<file path="config.mk">
export PLATFORM = sky130hd
export DESIGN_NAME = sspt_top
export DESIGN_NICKNAME = d
export VERILOG_FILES = /design/src/rtl/sspt_pkg.sv /design/src/rtl/sspt_sync.sv /design/src/rtl/sspt_clkgen.sv /design/src/rtl/sspt_framer.sv /design/src/rtl/sspt_tx.sv /design/src/rtl/sspt_rx.sv /design/src/rtl/sspt_top.sv
export SDC_FILE = /design/constraint.sdc
export NUM_CORES = 1
export LEC_CHECK = 0
export BUFFER_PORTS_ARGS = -buffer_cell sky130_fd_sc_hd__buf_4
export CORE_UTILIZATION = 45
export CTS_CLUSTER_SIZE = 25
export DETAILED_ROUTE_END_ITERATION = 10
export GPL_ROUTABILITY_DRIVEN = 0
export PLACE_DENSITY_LB_ADDON = 0.2
export SLEW_MARGIN = 20
export SYNTH_ARGS = -nofsm -noshare
export SYNTH_HDL_FRONTEND = slang
export SYNTH_SLANG_ARGS = --single-unit
</file>
<file path="constraint.sdc">
create_clock -name clk -period 3.4 [get_ports clk]
set_input_delay 0.17 -clock clk [delete_from_list [all_inputs] [get_ports clk]]
set_output_delay 0.17 -clock clk [all_outputs]
set_load 0.01 [all_outputs]
</file>
<file path="src/rtl/sspt_pkg.sv">
package sspt_pkg;

    typedef struct packed {
        logic rise;
        logic fall;
    } bclk_edge_t;

    typedef struct packed {
        logic gated;
        logic fs_int;
        logic word;
        logic early;
    } fs_cfg_t;

    // Sync level expected at bit position p of a frame of slot positions
    function automatic logic fs_level(int unsigned p, int unsigned w,
                                      int unsigned slot, logic word, logic early);
        if (early) begin
            if (word) return (p == slot - 1) || (p + 1 < w);
            return p == slot - 1;
        end
        if (word) return p < w;
        return p == 0;
    endfunction

    // Word bit carried at bit position p
    function automatic int unsigned bit_index(int unsigned p, int unsigned w, logic lsb);
        if (lsb) return p;
        return w - 1 - p;
    endfunction

endpackage

</file>
<file path="src/rtl/sspt_sync.sv">
module sspt_sync #(
    parameter int N = 3
) (
    input  logic         clk,
    input  logic         rst,
    input  logic [N-1:0] d,
    output logic [N-1:0] q
);
    logic [N-1:0] meta;

    always_ff @(posedge clk) begin
        if (rst) begin
            meta <= '0;
            q    <= '0;
        end else begin
            meta <= d;
            q    <= meta;
        end
    end
endmodule

</file>
<file path="src/rtl/sspt_clkgen.sv">
module sspt_clkgen
    import sspt_pkg::*;
#(
    parameter int DIV_W = 8
) (
    input  logic             clk,
    input  logic             rst,
    input  logic             bclk_int,
    input  logic [DIV_W-1:0] div,
    input  logic             run_ok,
    input  logic             bclk_s,
    output logic             bclk_q,
    output bclk_edge_t       edg
);
    logic [DIV_W-1:0] cnt;
    logic             ext_d;
    logic             tick;

    assign tick = (cnt == div);

    always_ff @(posedge clk) begin
        if (rst) begin
            cnt    <= '0;
            bclk_q <= 1'b0;
            ext_d  <= 1'b0;
        end else begin
            ext_d <= bclk_s;
            if (bclk_int) begin
                if (tick) begin
                    cnt <= '0;
                    if (bclk_q || run_ok) bclk_q <= ~bclk_q;
                end else begin
                    cnt <= cnt + 1'b1;
                end
            end else begin
                cnt    <= '0;
                bclk_q <= 1'b0;
            end
        end
    end

    always_comb begin
        if (bclk_int) begin
            edg.rise = tick && !bclk_q && run_ok;
            edg.fall = tick && bclk_q;
        end else begin
            edg.rise = bclk_s && !ext_d;
            edg.fall = !bclk_s && ext_d;
        end
    end


    half_period_chk: assert property (@(posedge clk) disable iff (rst)
        (bclk_int && $past(bclk_int) && !$stable(bclk_q)) |-> ($past(cnt) == $past(div)));


    edge_excl_chk: assert property (@(posedge clk) disable iff (rst)
        !(edg.rise && edg.fall));
endmodule

</file>
<file path="src/rtl/sspt_framer.sv">
module sspt_framer
    import sspt_pkg::*;
#(
    parameter int WORD_W    = 8,
    parameter int SLOT_BITS = 16,
    localparam int PW = $clog2(SLOT_BITS)
) (
    input  logic          clk,
    input  logic          rst,
    input  fs_cfg_t       fcfg,
    input  bclk_edge_t    edg,
    input  logic          fs_s,
    output logic [PW-1:0] pos,
    output logic [PW-1:0] rx_pos,
    output logic          rx_take,
    output logic          frame_start,
    output logic          idle,
    output logic          fs_q
);
    localparam logic [PW-1:0] LAST_G = PW'(WORD_W - 1);
    localparam logic [PW-1:0] LAST_C = PW'(SLOT_BITS - 1);

    logic [PW-1:0] last;
    logic [PW-1:0] pos_nxt;
    logic          fs_prev;
    logic          resync;

    assign last        = fcfg.gated ? LAST_G : LAST_C;
    assign pos_nxt     = (pos == last) ? '0 : pos + 1'b1;
    assign idle        = (pos == last);
    assign frame_start = edg.rise && (pos_nxt == '0);
    assign resync      = edg.fall && !fcfg.gated && !fcfg.fs_int && fs_s && !fs_prev;
    assign rx_pos      = resync ? (fcfg.early ? last : '0) : pos;
    assign rx_take     = edg.fall && (rx_pos < PW'(WORD_W));

    always_ff @(posedge clk) begin
        if (rst) begin
            pos     <= last;
            fs_q    <= 1'b0;
            fs_prev <= 1'b0;
        end else begin
            if (edg.rise) begin
                pos  <= pos_nxt;
                fs_q <= !fcfg.gated &&
                        fs_level(32'(pos_nxt), WORD_W, SLOT_BITS, fcfg.word, fcfg.early);
            end
            if (edg.fall) begin
                fs_prev <= fs_s;
                if (resync) pos <= rx_pos;
            end
        end
    end


    pos_range_chk: assert property (@(posedge clk) disable iff (rst)
        pos <= last);


    frame_origin_chk: assert property (@(posedge clk) disable iff (rst)
        frame_start |=> (pos == '0));


    fs_on_rise_chk: assert property (@(posedge clk) disable iff (rst)
        !$stable(fs_q) |-> $past(edg.rise));
endmodule

</file>
<file path="src/rtl/sspt_tx.sv">
module sspt_tx
    import sspt_pkg::*;
#(
    parameter int WORD_W = 8,
    parameter int PW     = 4,
    localparam int IW = (WORD_W > 1) ? $clog2(WORD_W) : 1
) (
    input  logic              clk,
    input  logic              rst,
    input  logic              lsb,
    input  logic              frame_start,
    input  logic [PW-1:0]     pos,
    input  logic [WORD_W-1:0] tx_data,
    input  logic              tx_wr,
    output logic              txd,
    output logic              tx_underrun,
    output logic              pending
);
    logic [WORD_W-1:0] cur;
    logic [WORD_W-1:0] buf_q;
    logic              full_q;
    logic [IW-1:0]     idx;

    assign pending = full_q || tx_wr;
    assign idx     = IW'(bit_index(32'(pos), WORD_W, lsb));
    assign txd     = (pos < PW'(WORD_W)) ? cur[idx] : 1'b0;

    always_ff @(posedge clk) begin
        if (rst) begin
            cur         <= '0;
            buf_q       <= '0;
            full_q      <= 1'b0;
            tx_underrun <= 1'b0;
        end else begin
            tx_underrun <= 1'b0;
            if (frame_start) begin
                if (tx_wr) begin
                    cur    <= tx_data;
                    full_q <= 1'b0;
                end else if (full_q) begin
                    cur    <= buf_q;
                    full_q <= 1'b0;
                end else begin
                    tx_underrun <= 1'b1;
                end
            end else if (tx_wr) begin
                buf_q  <= tx_data;
                full_q <= 1'b1;
            end
        end
    end


    underrun_start_chk: assert property (@(posedge clk) disable iff (rst)
        tx_underrun |-> ($past(frame_start) && !$past(full_q) && !$past(tx_wr)));


    word_hold_chk: assert property (@(posedge clk) disable iff (rst)
        !$past(frame_start) |-> $stable(cur));
endmodule

</file>
<file path="src/rtl/sspt_rx.sv">
module sspt_rx
    import sspt_pkg::*;
#(
    parameter int WORD_W = 8,
    parameter int PW     = 4,
    localparam int IW = (WORD_W > 1) ? $clog2(WORD_W) : 1
) (
    input  logic              clk,
    input  logic              rst,
    input  logic              lsb,
    input  logic              take,
    input  logic [PW-1:0]     pos,
    input  logic              din,
    output logic [WORD_W-1:0] rx_data,
    output logic              rx_valid
);
    logic [WORD_W-1:0] acc;
    logic [WORD_W-1:0] word_c;
    logic [IW-1:0]     idx;

    assign idx = IW'(bit_index(32'(pos), WORD_W, lsb));

    always_comb begin
        word_c      = acc;
        word_c[idx] = din;
    end

    always_ff @(posedge clk) begin
        if (rst) begin
            acc      <= '0;
            rx_data  <= '0;
            rx_valid <= 1'b0;
        end else begin
            rx_valid <= 1'b0;
            if (take) begin
                acc <= word_c;
                if (pos == PW'(WORD_W - 1)) begin
                    rx_data  <= word_c;
                    rx_valid <= 1'b1;
                end
            end
        end
    end


    rx_strobe_chk: assert property (@(posedge clk) disable iff (rst)
        rx_valid |=> !rx_valid);


    rx_hold_chk: assert property (@(posedge clk) disable iff (rst)
        !rx_valid |-> $stable(rx_data));
endmodule

</file>
<file path="src/rtl/sspt_top.sv">
module sspt_top
    import sspt_pkg::*;
#(
    parameter int WORD_W    = 8,
    parameter int SLOT_BITS = 16,
    parameter int DIV_W     = 8
) (
    input  logic              clk,
    input  logic              rst,
    input  logic              cfg_gated,
    input  logic              cfg_bclk_int,
    input  logic              cfg_fs_int,
    input  logic              cfg_fs_word,
    input  logic              cfg_fs_early,
    input  logic              cfg_lsb_first,
    input  logic [DIV_W-1:0]  cfg_div,
    input  logic [WORD_W-1:0] tx_data,
    input  logic              tx_wr,
    output logic              tx_underrun,
    output logic [WORD_W-1:0] rx_data,
    output logic              rx_valid,
    input  logic              bclk_in,
    output logic              bclk_out,
    output logic              bclk_oe,
    input  logic              fs_in,
    output logic              fs_out,
    output logic              fs_oe,
    input  logic              rxd,
    output logic              txd
);
    localparam int PW = $clog2(SLOT_BITS);

    fs_cfg_t       fcfg;
    bclk_edge_t    edg;
    logic [2:0]    raw;
    logic [2:0]    syn;
    logic          run_ok;
    logic          idle;
    logic          pending;
    logic          frame_start;
    logic          rx_take;
    logic [PW-1:0] pos;
    logic [PW-1:0] rx_pos;

    assign fcfg = '{gated: cfg_gated, fs_int: cfg_fs_int,
                    word: cfg_fs_word, early: cfg_fs_early};
    assign raw  = {bclk_in, fs_in, rxd};

    assign run_ok  = !cfg_gated || !idle || pending;
    assign bclk_oe = cfg_bclk_int;
    assign fs_oe   = cfg_fs_int;

    sspt_sync #(.N(3)) u_sync (
        .clk (clk),
        .rst (rst),
        .d   (raw),
        .q   (syn)
    );

    sspt_clkgen #(.DIV_W(DIV_W)) u_clkgen (
        .clk      (clk),
        .rst      (rst),
        .bclk_int (cfg_bclk_int),
        .div      (cfg_div),
        .run_ok   (run_ok),
        .bclk_s   (syn[2]),
        .bclk_q   (bclk_out),
        .edg      (edg)
    );

    sspt_framer #(.WORD_W(WORD_W), .SLOT_BITS(SLOT_BITS)) u_framer (
        .clk         (clk),
        .rst         (rst),
        .fcfg        (fcfg),
        .edg         (edg),
        .fs_s        (syn[1]),
        .pos         (pos),
        .rx_pos      (rx_pos),
        .rx_take     (rx_take),
        .frame_start (frame_start),
        .idle        (idle),
        .fs_q        (fs_out)
    );

    sspt_tx #(.WORD_W(WORD_W), .PW(PW)) u_tx (
        .clk         (clk),
        .rst         (rst),
        .lsb         (cfg_lsb_first),
        .frame_start (frame_start),
        .pos         (pos),
        .tx_data     (tx_data),
        .tx_wr       (tx_wr),
        .txd         (txd),
        .tx_underrun (tx_underrun),
        .pending     (pending)
    );

    sspt_rx #(.WORD_W(WORD_W), .PW(PW)) u_rx (
        .clk      (clk),
        .rst      (rst),
        .lsb      (cfg_lsb_first),
        .take     (rx_take),
        .pos      (rx_pos),
        .din      (syn[0]),
        .rx_data  (rx_data),
        .rx_valid (rx_valid)
    );


    gated_idle_chk: assert property (@(posedge clk) disable iff (rst)
        (cfg_gated && cfg_bclk_int && !bclk_out && idle && !pending) |=> !bclk_out);


    gated_nosync_chk: assert property (@(posedge clk) disable iff (rst)
        cfg_gated |-> !fs_out);
endmodule

</file>
# After elaboration in Yosys (flattened, before gate mapping)
# Index checks and enable logic that the tools add are counted.
word_totals:
  in_bits: 28
  register_bits: 57
  out_inout_bits: 15
classes:
  n_addsub: 5
  magnitude_cmp: 7
  n_eq_ne: 4
  n_bitwise: 4
  n_reduce_logical: 36
  muxes: 42
ops:
  columns: ["operator", "count"]
  rows:
  - ["less-than comparator 32 x 4 -> 1 bit (second input constant)", 1]
  - ["two-way mux 4 bit", 8]
  - ["two-way mux 1 bit", 24]
  - ["two-way mux 8 bit", 2]
  - ["logical AND 1 bit", 13]
  - ["less-than comparator 4 bit (second input constant)", 3]
  - ["two-way mux 3 bit", 4]
  - ["adder 8 x 1 -> 8 bit (second input constant)", 1]
  - ["bitwise mux 8 bit", 1]
  - ["equality test 8 bit", 1]
  - ["less-than comparator 3 x 4 -> 1 bit (second input constant)", 2]
  - ["AND reduction 2 bit", 4]
  - ["zero test 1 bit", 7]
  - ["OR reduction 2 bit", 3]
  - ["OR reduction 3 bit", 2]
  - ["subtractor 3 bit (first input constant)", 2]
  - ["adder 4 x 1 -> 5 bit (second input constant)", 1]
  - ["logical OR 1 bit", 5]
  - ["adder 4 x 1 -> 4 bit (second input constant)", 1]
  - ["equality test 4 x 3 -> 1 bit (second input constant)", 1]
  - ["equality test 4 bit", 1]
  - ["equality test 4 bit (second input constant)", 1]
  - ["zero test 4 bit", 1]
  - ["NOT 1 bit", 4]
  - ["other kinds (5)", 5]

# Logic depth before layout (Yosys ltp)
depth:
  word_depth: 19
  depth_mapped: 8

# By module
# From an unflattened synthesis, not the netlist that was laid out.
hier_totals:
  cells_unflattened: 331
  hier_area_um2: 3120.5
by_module_without_submodules:
  columns: ["mod", "n_inst", "area_per_inst_um2", "cells_each"]
  rows:
  - ["sspt_rx", 1, 1011.0, 106]
  - ["sspt_tx", 1, 895.9, 87]
  - ["sspt_framer", 1, 529.3, 68]
  - ["sspt_clkgen", 1, 504.2, 55]
  - ["sspt_sync", 1, 157.7, 12]
  - ["sspt_top", 1, 22.5, 3]

# Worst setup path before layout
# OpenSTA, ideal clock, no wires.
synth_timing:
  path_kind: "flip-flop to flip-flop"
  start: "register u_framer.pos[0]"
  end: "register u_tx.buf_q[0]"
  slack_ns: 1.069
  stages_incl_launch_ff: 8
  path_buffers: 0
  t_arrival_ns: 2.201
  cell_sequence: "dfxtp_1 ha_1 and2_4 a311o_1 o31a_4 o31ai_4 mux2i_1 nor2_1"
synth_via:
  elab_chain_len: 9
  elab_cells_between_ends: 12
synth_rtl:
  columns: ["item", "line_no", "source"]
  rows:
  - ["start: declaration", "sspt_framer.sv:13", "output logic [PW-1:0] pos,"]
  - ["start signal: assignment", "sspt_framer.sv:38", "pos <= last;"]
  - ["start signal: assignment", "sspt_framer.sv:43", "pos <= pos_nxt;"]
  - ["start signal: assignment", "sspt_framer.sv:49", "if (resync) pos <= rx_pos;"]
  - ["branches (longest 6 deep; another with adder 4 x 1 -> 4 bit)", null, null]
  - ["logical AND 1 bit (*)", "sspt_framer.sv:31", "assign frame_start = edg.rise && (pos_nxt == '0);"]
  - ["NOT 1 bit (no source line) (*)", null, null]
  - ["AND reduction 2 bit (no source line) (*)", null, null]
  - ["end signal: assignment", "sspt_tx.sv:47", "buf_q <= tx_data;"]
  - ["end: declaration", "sspt_tx.sv:20", "logic [WORD_W-1:0] buf_q;"]
# Mark *: on every way between the ends.
# A chain may end at the register's enable or synchronous reset.

# Final worst setup path
layout_timing:
  start: "register u_framer.pos[0]"
  end: "register u_tx.buf_q[6]"
# Same word-level chain as after synthesis.

==> flow_summary.yaml <==
sta:
  maxSlewViolCount: 0
  grt_setup_unrepaired: "no"
  tightestPinTransition_ns: 0.807
  maxSlewHeadroom_pct: 45.8
  fin_setup_tns_ns: 0
  hold_viol: 0
  finalClockSkew_ns: 0.00451
  setup_violations: 0
  layout_setup_ws_ns: 0.606
  max_freq_ghz: 0.358
  fin_crit_sh_pct: 82.2
  min_period_ns: 2.79
synth:
  synth_area_leaders: "dfxtp_1 39%, mux2i_1 9.5%, nor2_1 6.5%, a211oi_1 3.6%, xnor2_1 3.3%"
  synth-edff-count: 0
  syn-num-nets: 359
  synth_top_area_share_pct: 38.6
  synth_cells: 327
  syn_area_um2: 2950
  yosysTopAreaCell: "dfxtp_1"
  async_reset_ff_share_pct: 0
  synth-warning-count: 0
  seq_area_frac_synth_pct: 38.6
  avgSynthCellArea_um2: 9.03
  synth_cell_types: 54
  synth-main-ff-cell: "dfxtp_1"
  ys_ff_latch: 57
routing:
  vias: 2405
  drc_errors: 0
  firstDrtPassIters: 4
  antenna_left: 0
  vias_per_cell: 5.45
  drt_iter0_markers: 109
  drt-total-wl_mm: 5.93
  wl_per_cell_um: 13.4
floorplan:
  initial_utilization_pct: 46.5
  fp.dieH_um: 83.0
  row_count: 29
  io_pins: 43
  coreArea_um2: 6350
  die_w_um: 83.0
  die_area_um2: 6890
layout:
  fill_cells: 596
  multi_input_area_um2: 1670
  finish.instance_area_um2: 3440
  syn2layout_area_growth_pct: 16.4
  layout_commonest_cell: "dfxtp_1"
  nets: 391
  regArea_um2: 1140
  final_cell_mix: "57 x dfxtp_1, 51 x nor2_1, 44 x buf_4"
  n_antenna_cell: 0
  drive_above_1_share_pct: 19.5
  fin_util_pct: 54.1
worst_setup_path:
  required_ns: 3.60
  max_stage_delay_ns: 0.61
  path_delay_family: "compound AO/OA/AOI/OAI gates"
  cp.arrival_ns: 3.00
  path_buf_inv: 0
  critPathSlowestCell: "o31ai_4"
  cp-end-kind: "flip-flop"
  critPathMaxFanout: 19
  path_cells: "ha_1 > and2_4 > a311o_1 > o31a_4 > o31ai_4 > mux2i_1 > nor2_1"
  cp-start-kind: "flip-flop"
  critical_path_class: "flip-flop to flip-flop"
pwr:
  total_power_mw: 1.43
  powerDensity_nw_per_um2: 417
  p_leak_nw: 1.41
  irDropWorstVdd_v: 0.000257
run_status:
  status: "completed"
cts:
  insertion_delay_ns: 0.33
  cts_buffers: 9
  clkTransAtPathRegs_ns: 0.06
  cts_setup_buffers: 0
  cts_tree: "built"
  clockRootBuffer: "clkbuf_8"
  cts_resized: 0
  hold_buffers: 0
  cts_sinks: 57
  htreeDepth: 3
  clockBufferDepth: 2
global_route:
  grt_pass1_wl_mm: 10.2
  grt_max_degree: 53
  grt_pass1_vias: 2235
  overflow: 0
  grt_util_all_layers_pct: 18.4
  antenna_found_initial: 0
run:
  maxCapViolCount: 0
place:
  hpwlAfterDp_mm: 4.10
  place_ws_ns: 0.633
  numPortBuffers: 42
  dpl_cell_area_um2: 3260
min_path:
  hold_path.class: "primary input to flip-flop"
==> sequential cells by signal, indices dropped and copies added, names as in the netlist <==
| signal | flops |
|---|---|
| u_tx.buf_q | 8 |
| u_sync.meta | 3 |
| u_rx.rx_valid | 1 |
| u_framer.fs_q | 1 |
| u_tx.full_q | 1 |
| u_sync.q | 3 |
| u_rx.acc | 8 |
| u_clkgen.cnt | 8 |
| u_tx.cur | 8 |
| u_framer.fs_prev | 1 |
| u_framer.pos | 4 |
| u_tx.tx_underrun | 1 |
| u_rx.rx_data | 8 |
| u_clkgen.bclk_q | 1 |
| u_clkgen.ext_d | 1 |
==> cells in the mapped netlist (2+ instances only) <==
| master | instances |
|---|---|
| a21oi_1 | 5 |
| xor2_1 | 7 |
| or2_2 | 2 |
| nand2b_1 | 6 |
| nor2_1 | 51 |
| o21ai_0 | 12 |
| o31ai_1 | 2 |
| o22a_1 | 6 |
| inv_1 | 6 |
| a211oi_2 | 2 |
| a22o_1 | 2 |
| nand3_1 | 9 |
| and2_1 | 2 |
| or4_1 | 7 |
| o22ai_1 | 2 |
| clkbuf_1 | 14 |
| a22oi_1 | 3 |
| a311oi_1 | 2 |
| nor3_1 | 5 |
| ha_1 | 4 |
| mux2i_1 | 28 |
| o21bai_1 | 3 |
| nand4_1 | 2 |
| nor4_4 | 2 |
| and3_1 | 4 |
| a211oi_1 | 14 |
| buf_6 | 2 |
| nand2_1 | 12 |
| nand3b_1 | 3 |
| nor2b_1 | 9 |
| buf_2 | 4 |
| xnor2_1 | 11 |
| a31oi_1 | 3 |
| or3_1 | 3 |
| dfxtp_1 | 57 |
| buf_4 | 3 |
==> cell families after synthesis <==
family | share of synthesized area [%]
and+or+nand+nor | 22.3
xor gates and xnor gates | 5.34
DFF | 38.6
buffers and inverters | 4.75
muxes | 9.87
AOI/OAI and AO/OA | 17.4
adders and majority gates | 1.69
==> metal layers <==
metal / vias up / wire, um / track usage (%)
li1: 1244 / - / -
met4: 0 / 87 / 7.52
met3: 7 / 217 / 5.07
met5: - / 0 / 0
met2: 41 / 2730 / 28.7
met1: 1113 / 2890 / 23.9
==> layout make-up <==
class | instances | share of cell area (%)
clock buffers | 13 | 4.62
clock inverters | 3 | 0.437
inverters | 6 | 0.655
multi-input cells | 241 | 48.7
flip-flops and latches | 57 | 33.2
well taps | 77 | 2.80
repair buffers | 44 | 9.61
==> through the flow <==
stage               hold WS, ns  cells
finish                   0.0491    441
global placement          0.378    425
floorplan                 0.298    327
CTS                      0.0373    441
detailed placement        0.386    425
global route             0.0438    441
==> where the power goes <==
part           leakage (nW)  internal [mW]  switching (mW)
combinational         0.849         0.0791          0.0892
clock                0.0932          0.301           0.255
sequential            0.464          0.686          0.0214
==> worst paths after layout <==
path / from / end / slack [ns] / depth (start not counted)
worst max register to register: u_framer.pos[0] / u_tx.buf_q[6] / 0.61 / 7
worst min register to register: u_sync.meta[2] / u_sync.q[2] / 0.43 / 1
worst min-delay path: rxd / u_sync.meta[0] / 0.05 / 2
worst max-delay path: u_framer.pos[0] / u_tx.buf_q[6] / 0.61 / 7
Power figures use the tool's default switching activity.
